File: src/rtl/ctlreg_pkg.sv
package ctlreg_pkg;

  // Which half of the index/data pair a cycle targets (address bit 0)
  typedef enum logic {
    PORT_INDEX = 1'b0,
    PORT_DATA  = 1'b1
  } port_sel_e;

  // Decoded view of the current bus cycle
  typedef struct packed {
    logic      hit;   // block selected
    port_sel_e port;  // index or data port
    logic      rd;    // read strobe active
    logic      wr;    // write strobe active
  } access_t;

  localparam logic [15:0] DEFAULT_BASE = 16'h03E0;
  localparam logic [7:0]  DEFAULT_GCTL = 8'h1E;

endpackage

File: src/rtl/ctlreg_addr_dec.sv
module ctlreg_addr_dec
  import ctlreg_pkg::*;
#(
  parameter int              ADDR_W = 16,
  parameter logic [ADDR_W-1:0] BASE = ADDR_W'(DEFAULT_BASE)
) (
  input  logic              dec_internal,
  input  logic              cs_n,
  input  logic [ADDR_W-1:0] sa,
  input  logic              ior_n,
  input  logic              iow_n,
  output access_t           acc
);

  logic base_match;

  // Full compare of everything above bit 0 against the fixed base pair
  assign base_match = (sa[ADDR_W-1:1] == BASE[ADDR_W-1:1]);

  always_comb begin
    acc.hit  = dec_internal ? (!cs_n && base_match) : !cs_n;
    acc.port = port_sel_e'(sa[0]);
    acc.rd   = !ior_n;
    acc.wr   = !iow_n;
  end

endmodule

File: src/rtl/ctlreg_file.sv
module ctlreg_file
  import ctlreg_pkg::*;
#(
  parameter int             DW       = 8,
  parameter int             IW       = 8,
  parameter int             NUM_REGS = 32,
  parameter logic [IW-1:0]  GCTL_IDX = IW'(DEFAULT_GCTL)
) (
  input  logic          clk,
  input  logic          rst,
  input  logic          index_we,
  input  logic          data_we,
  input  logic [DW-1:0] wdata,
  output logic [IW-1:0] index_q,
  output logic [DW-1:0] data_q,
  output logic [DW-1:0] gctl_q
);

  localparam int AW = (NUM_REGS > 1) ? $clog2(NUM_REGS) : 1;

  logic [DW-1:0] mem [NUM_REGS];
  logic [DW-1:0] ram_q;
  logic          in_range;
  logic          is_gctl;

  assign in_range = (int'(index_q) < NUM_REGS);
  assign is_gctl  = (index_q == GCTL_IDX);

  always_ff @(posedge clk) begin
    if (rst) begin
      index_q <= '0;
    end else if (index_we) begin
      index_q <= wdata[IW-1:0];
    end
  end

  always_ff @(posedge clk) begin
    if (rst) begin
      gctl_q <= '0;
    end else if (data_we && is_gctl) begin
      gctl_q <= wdata;
    end
  end

  // Plain single-port RAM, no reset, synchronous read: maps to block RAM
  always_ff @(posedge clk) begin
    if (data_we && in_range && !is_gctl) begin
      mem[index_q[AW-1:0]] <= wdata;
    end
    ram_q <= mem[index_q[AW-1:0]];
  end

  always_comb begin
    if (is_gctl) begin
      data_q = gctl_q;
    end else if (in_range) begin
      data_q = ram_q;
    end else begin
      data_q = '0;
    end
  end

  // reset clears the index and the global control register
  a_r1_reset_clears: assert property (@(posedge clk)
    rst |=> (index_q == '0 && gctl_q == '0));

  // the index only moves on an index-port write
  a_r4_index_stable: assert property (@(posedge clk) disable iff (rst)
    !index_we |=> $stable(index_q));

endmodule

File: src/rtl/ctlreg_od_pin.sv
module ctlreg_od_pin (
  input  logic clk,
  input  logic rst,
  input  logic hold_req,
  output logic drv_low,
  output logic drv_high
);

  always_ff @(posedge clk) begin
    if (rst) begin
      drv_low  <= 1'b0;
      drv_high <= 1'b0;
    end else begin
      drv_low  <= hold_req;
      drv_high <= drv_low && !hold_req;
    end
  end

  // the push-high lasts a single clock
  a_r7_push_single: assert property (@(posedge clk) disable iff (rst)
    drv_high |=> !drv_high);

  // never drive both ways at once
  a_r7_no_fight: assert property (@(posedge clk) disable iff (rst)
    drv_high |-> !drv_low);

  // every release is followed by the push-high
  a_r7_release_pushes: assert property (@(posedge clk) disable iff (rst)
    $fell(drv_low) |-> drv_high);

endmodule

File: src/rtl/ctlreg_access.sv
module ctlreg_access
  import ctlreg_pkg::*;
#(
  parameter int                DW          = 8,
  parameter int                ADDR_W      = 16,
  parameter int                IW          = 8,
  parameter int                NUM_REGS    = 32,
  parameter int                WAIT_STATES = 2,
  parameter logic [ADDR_W-1:0] BASE        = ADDR_W'(DEFAULT_BASE),
  parameter logic [IW-1:0]     GCTL_IDX    = IW'(DEFAULT_GCTL)
) (
  input  logic              clk,
  input  logic              rst,
  input  logic              dec_internal,
  input  logic              cs_n,
  input  logic [ADDR_W-1:0] sa,
  input  logic              ior_n,
  input  logic              iow_n,
  input  logic [DW-1:0]     sd_in,
  output logic [DW-1:0]     sd_out,
  output logic              sd_oe,
  output logic              zws_low,
  output logic              zws_high,
  output logic              rdy_low,
  output logic              rdy_high,
  output logic              pwr_down
);

  localparam int CW    = (WAIT_STATES < 1) ? 1 : $clog2(WAIT_STATES + 1);
  localparam int NPINS = 2;

  access_t         acc;
  logic            ior_q, iow_q;
  logic            rd_start, wr_start;
  logic            index_we, data_we;
  logic [IW-1:0]   index_q;
  logic [DW-1:0]   data_q;
  logic [DW-1:0]   gctl_q;
  logic [CW-1:0]   wait_cnt;
  logic [NPINS-1:0] pin_req, pin_low, pin_high;

  ctlreg_addr_dec #(.ADDR_W(ADDR_W), .BASE(BASE)) u_dec (
    .dec_internal(dec_internal),
    .cs_n        (cs_n),
    .sa          (sa),
    .ior_n       (ior_n),
    .iow_n       (iow_n),
    .acc         (acc)
  );

  // Strobe history for first-cycle detection
  always_ff @(posedge clk) begin
    if (rst) begin
      ior_q <= 1'b1;
      iow_q <= 1'b1;
    end else begin
      ior_q <= ior_n;
      iow_q <= iow_n;
    end
  end

  assign rd_start = acc.hit && acc.rd && ior_q;
  assign wr_start = acc.hit && acc.wr && iow_q;
  assign index_we = wr_start && (acc.port == PORT_INDEX);
  assign data_we  = wr_start && (acc.port == PORT_DATA);

  ctlreg_file #(
    .DW(DW), .IW(IW), .NUM_REGS(NUM_REGS), .GCTL_IDX(GCTL_IDX)
  ) u_file (
    .clk     (clk),
    .rst     (rst),
    .index_we(index_we),
    .data_we (data_we),
    .wdata   (sd_in),
    .index_q (index_q),
    .data_q  (data_q),
    .gctl_q  (gctl_q)
  );

  // Wait-state counter for the ready pin
  always_ff @(posedge clk) begin
    if (rst) begin
      wait_cnt <= '0;
    end else if (rd_start) begin
      wait_cnt <= CW'(WAIT_STATES);
    end else if (wait_cnt != '0) begin
      wait_cnt <= wait_cnt - 1'b1;
    end
  end

  assign pin_req[0] = acc.hit && acc.wr;     // zero-wait-state pin
  assign pin_req[1] = (wait_cnt != '0);      // ready pin

  for (genvar g = 0; g < NPINS; g++) begin : g_pin
    ctlreg_od_pin u_pin (
      .clk     (clk),
      .rst     (rst),
      .hold_req(pin_req[g]),
      .drv_low (pin_low[g]),
      .drv_high(pin_high[g])
    );
  end

  assign zws_low  = pin_low[0];
  assign zws_high = pin_high[0];
  assign rdy_low  = pin_low[1];
  assign rdy_high = pin_high[1];

  // Registered read data path
  always_ff @(posedge clk) begin
    if (rst) begin
      sd_oe  <= 1'b0;
      sd_out <= '0;
    end else begin
      sd_oe <= acc.hit && acc.rd;
      if (acc.hit && acc.rd) begin
        sd_out <= (acc.port == PORT_DATA) ? data_q : DW'(index_q);
      end
    end
  end

  always_ff @(posedge clk) begin
    if (rst) begin
      pwr_down <= 1'b0;
    end else begin
      pwr_down <= gctl_q[0] && cs_n;
    end
  end

  // the bus is only driven after a read strobe
  a_r6_oe_after_read: assert property (@(posedge clk) disable iff (rst)
    sd_oe |-> $past(!ior_n));

  // power-down never shows while the block was selected
  a_r5_pd_needs_cs_high: assert property (@(posedge clk) disable iff (rst)
    pwr_down |-> $past(cs_n));

  // wait counter stays within its programmed length
  a_r8_cnt_bound: assert property (@(posedge clk) disable iff (rst)
    int'(wait_cnt) <= WAIT_STATES);

  // a read start always arms the ready wait
  a_r8_read_arms_wait: assert property (@(posedge clk) disable iff (rst)
    (rd_start && WAIT_STATES > 0) |=> (wait_cnt != '0));

endmodule

File: config.mk
export PLATFORM = sky130hd
export DESIGN_NAME = ctlreg_access
export DESIGN_NICKNAME = d
export VERILOG_FILES = /design/src/rtl/ctlreg_pkg.sv /design/src/rtl/ctlreg_addr_dec.sv /design/src/rtl/ctlreg_file.sv /design/src/rtl/ctlreg_od_pin.sv /design/src/rtl/ctlreg_access.sv
export SDC_FILE = /design/constraint.sdc
export NUM_CORES = 1
export LEC_CHECK = 0
export ABC_AREA = 1
export BUFFER_PORTS_ARGS = -buffer_cell sky130_fd_sc_hd__buf_2
export CORE_ASPECT_RATIO = 1.75
export CORE_MARGIN = 5
export CORE_UTILIZATION = 62
export CTS_CLUSTER_DIAMETER = 120
export DETAILED_ROUTE_END_ITERATION = 8
export PLACE_DENSITY = 0.9
export SYNTH_ARGS = -nofsm -noshare
export SYNTH_HDL_FRONTEND = slang
export SYNTH_HIERARCHICAL = 1
export SYNTH_SLANG_ARGS = --single-unit
File: constraint.sdc
create_clock -name clk -period 4 [get_ports clk]
set_clock_uncertainty 0.2 [all_clocks]
set_input_delay 0.8 -clock clk [delete_from_list [all_inputs] [get_ports clk]]
set_output_delay 0.8 -clock clk [all_outputs]
set_load 0.01 [all_outputs]
==> results.yml <==
sta:
  max_slew_margin: 0.2801
  rsz0062_at_grt: "no"
  fmax_mhz: 341.4
  max_slew.worst_pin.slew_ps: 1080
  tns_ps: 0
  finalHoldViolCount: 0
  slew_viol_final: 0
  fin_crit_sh: 0.7323
  setup_viol_count_final: 0
  period_needed_ps: 2929
power:
  power_density_nw_per_um2: 417.6
  leakage_nw: 5.771
  ir_drop_uv: 485.2
  p_total_mw: 5.751
worst_setup_path:
  cp_num_buf_inv: 3
  path_class: "in -> reg"
  r2r-end: "u_file/mem[4][0]"
  path_cells: "buf_2 -> nor2_1 -> nand2_1 -> nor2_1 -> nand2_1 -> a21oi_2 -> nand2_1 -> inv_1 -> nand2_1 -> nor2_1 -> nand2_1 -> a21oi_2 -> nand3_2 -> nor2_1 -> buf_4"
  crit_arrival_ps: 2960
  cpMaxStageDelayCell: "nand3_2"
  cpPeakStageDelay_ps: 390
  cp-start-kind: "input pin"
  crit_required_ps: 4030
  r2r_cells: 7
  ff2ff_setup_slack_ps: 1080
  worstSetupEndpointType: "flop"
  r2r_start: "u_file/index_q[0]"
  crit_path_frequent_cell: "nand2_1"
  crit_family: "simple AND/OR/NAND/NOR gates"
  cp_max_fo: 8
die:
  io_pins: 44
  die-area_sq_um: 23260
  row_count: 68
  die_h_microns: 198.0
  coreArea_sq_um: 19820
  start_util: 0.6318
  die_w_microns: 117.4
place:
  post-place-cells: 1564
  portBuffers: 43
  gp_congestion: 0.9465
  dpl.hpwl_microns: 17560
route:
  first_pass_iters: 6
  vias_per_cell: 5.618
  via_count: 9011
  drt-total-wl_microns: 28500
  wl_per_cell_microns: 17.77
  ant_nets: 0
  post-route-drc-count: 0
  drtIter0Drc: 1002
clocking:
  htreeDepth: 1
  clk_latency_ps: 520
  ctsHoldBuffers: 0
  cts_made_buffers: 23
  root_buffer: "clkbuf_16"
  path_clk_slew_ps: 70
  cts_setup_buffers: 0
  cts_sinks: 298
  cts_buffer_depth: 3
  cts_resized: 0
  cts_tree: "done"
yosys:
  synth_edf_count: 256
  ys_warn_count: 6
  synth_top_cell_by_area: "edfxtp_1"
  ys_seq_area_frac: 0.6809
  netlist_top_cells_count: "741 x nand2_1, 256 x edfxtp_1, 65 x nor2_1, 42 x dfxtp_1, 36 x inv_1"
  async_flop_share: 0
  syn_area_sq_um: 12530
  yosys.cell_count.top_type: "nand2_1"
  avgSynthCellArea_sq_um: 9.733
  ys_seq_elements: 298
  synth_ff_type: "edfxtp_1"
  synthCells: 1287
  yosys.cell_types.count: 28
  synth_area_leaders: "edfxtp_1 61%, nand2_1 22%, dfxtp_1 6.7%, nor2_1 1.9%, inv_1 1.1%"
  yosysTopAreaCellShare: 0.6137
flow_run:
  drv_cap: 0
status:
  outcome: "completed"
finish:
  multi_input_area_sq_um: 3600
  layout-drive-gt1-share: 0.1096
  layout.nets: 1374
  stdcell_count: 1604
  area_growth_pct: 9.939
  diodes: 0
  seq_area_sq_um: 8533
  n_fill_cell: 1292
global_route:
  grt_remaining_overflow: 0
  grt_pass1_wl_microns: 44060
  antenna_found_initial: 0
  grt_max_degree: 113
  grt_util_all_layers: 0.2417
  grt_pass1_vias: 8690
min_path:
  hp-class: "reg -> reg"
  holdPathStages: 2
  worstHoldEndpoint: "g_pin[0].u_pin/drv_high"
  hp-start: "g_pin[0].u_pin/drv_low"
[worst register-to-register path, stage by stage, from the launching register on]
cell and delay (ps):
dfxtp_4 490, clkinv_2 400, nand2_1 250, nor2_4 130, a21oi_2 320, nand3_2 390, nor2_1 260, buf_4 200
[cell usage in the layout (no fill, tap or decap), drive strengths merged]
| master | netlist | final |
|---|---|---|
| a211oi | 5 | 5 |
| nor2 | 69 | 69 |
| nand3 | 30 | 30 |
| inv | 40 | 40 |
| or2 | 3 | 3 |
| clkbuf | 21 | 27 |
| dfxtp | 42 | 42 |
| nand4 | 8 | 8 |
| buf | 35 | 81 |
| clkinvlp | 0 | 4 |
| edfxtp | 256 | 256 |
| clkinv | 1 | 10 |
| nor3 | 8 | 8 |
| nand2 | 745 | 745 |
| a21oi | 23 | 23 |
| conb | 1 | 8 |
[power breakdown]
part           switching [mW]  leakage, nW  internal (mW)
clock network            1.00        0.322           1.06
registers              0.0144         2.65           3.39
logic                   0.209         2.80         0.0701
total                    1.22         5.77           4.53
[cells by family after synthesis]
group | after synthesis | synth area share
buf+inv | 97 | 0.03386
other cells | 1 | 0.0002994
flops | 298 | 0.6809
simple gates | 863 | 0.2719
compound gates | 28 | 0.01309
[metrics by stage]
step	hold WS (ps)	setup slack, ps	utilization	instance area (sq um)
floorplan	223.1	737.9	-	12550
global placement	229.8	604.8	0.6611	13110
detailed placement	237.6	553.9	0.6611	13110
CTS	248.4	1040	0.6946	13770
global route	271.8	896.3	0.6946	13770
finish	248.0	1071	0.6946	13770
[metal layers]
layer  up-vias  global-route usage  wire length [microns]
met5         -                   0                      0
met3       144             0.03687                   2360
met1      4100              0.2590                   9475
met2       524              0.4461                  14760
li1       4243                   -                      -
met4         0              0.1432                   1904
[state kept, by name, summed over array words and instances (netlist names)]
name and cells:
g_pin.u_pin/drv_high 2, g_pin.u_pin/drv_low 2, ior_q 1, iow_q 1, pwr_down 1, sd_oe 1, sd_out 8, u_file/gctl_q 8
u_file/index_q 8, u_file/mem 256, u_file/ram_q 8, wait_cnt 2
[how the worst max path moves through the flow]
stage / from / end / slack (ps) / depth (start not counted)
4_1_cts: sa[4] / u_file/mem[4][3] / 1040 / 15
3_5_place_dp: sa[4] / u_file/mem[20][0] / 550 / 15
5_1_grt: sa[4] / u_file/mem[4][3] / 900 / 15
3_3_place_gp: sa[4] / u_file/mem[29][3] / 600 / 15
6_report: sa[4] / u_file/mem[4][0] / 1070 / 15
2_1_floorplan: sa[15] / u_file/mem[28][0] / 740 / 14
[cell type report]
type	count	area share
Sequential cell	298	0.6197
Clock buffer	27	0.04289
Clock inverter	13	0.005452
Inverter	41	0.01199
Tap cell	245	0.02226
Multi-Input combinational cell	899	0.2614
Timing Repair Buffer	81	0.03634
No activity file was read; power rests on OpenSTA's default activity.
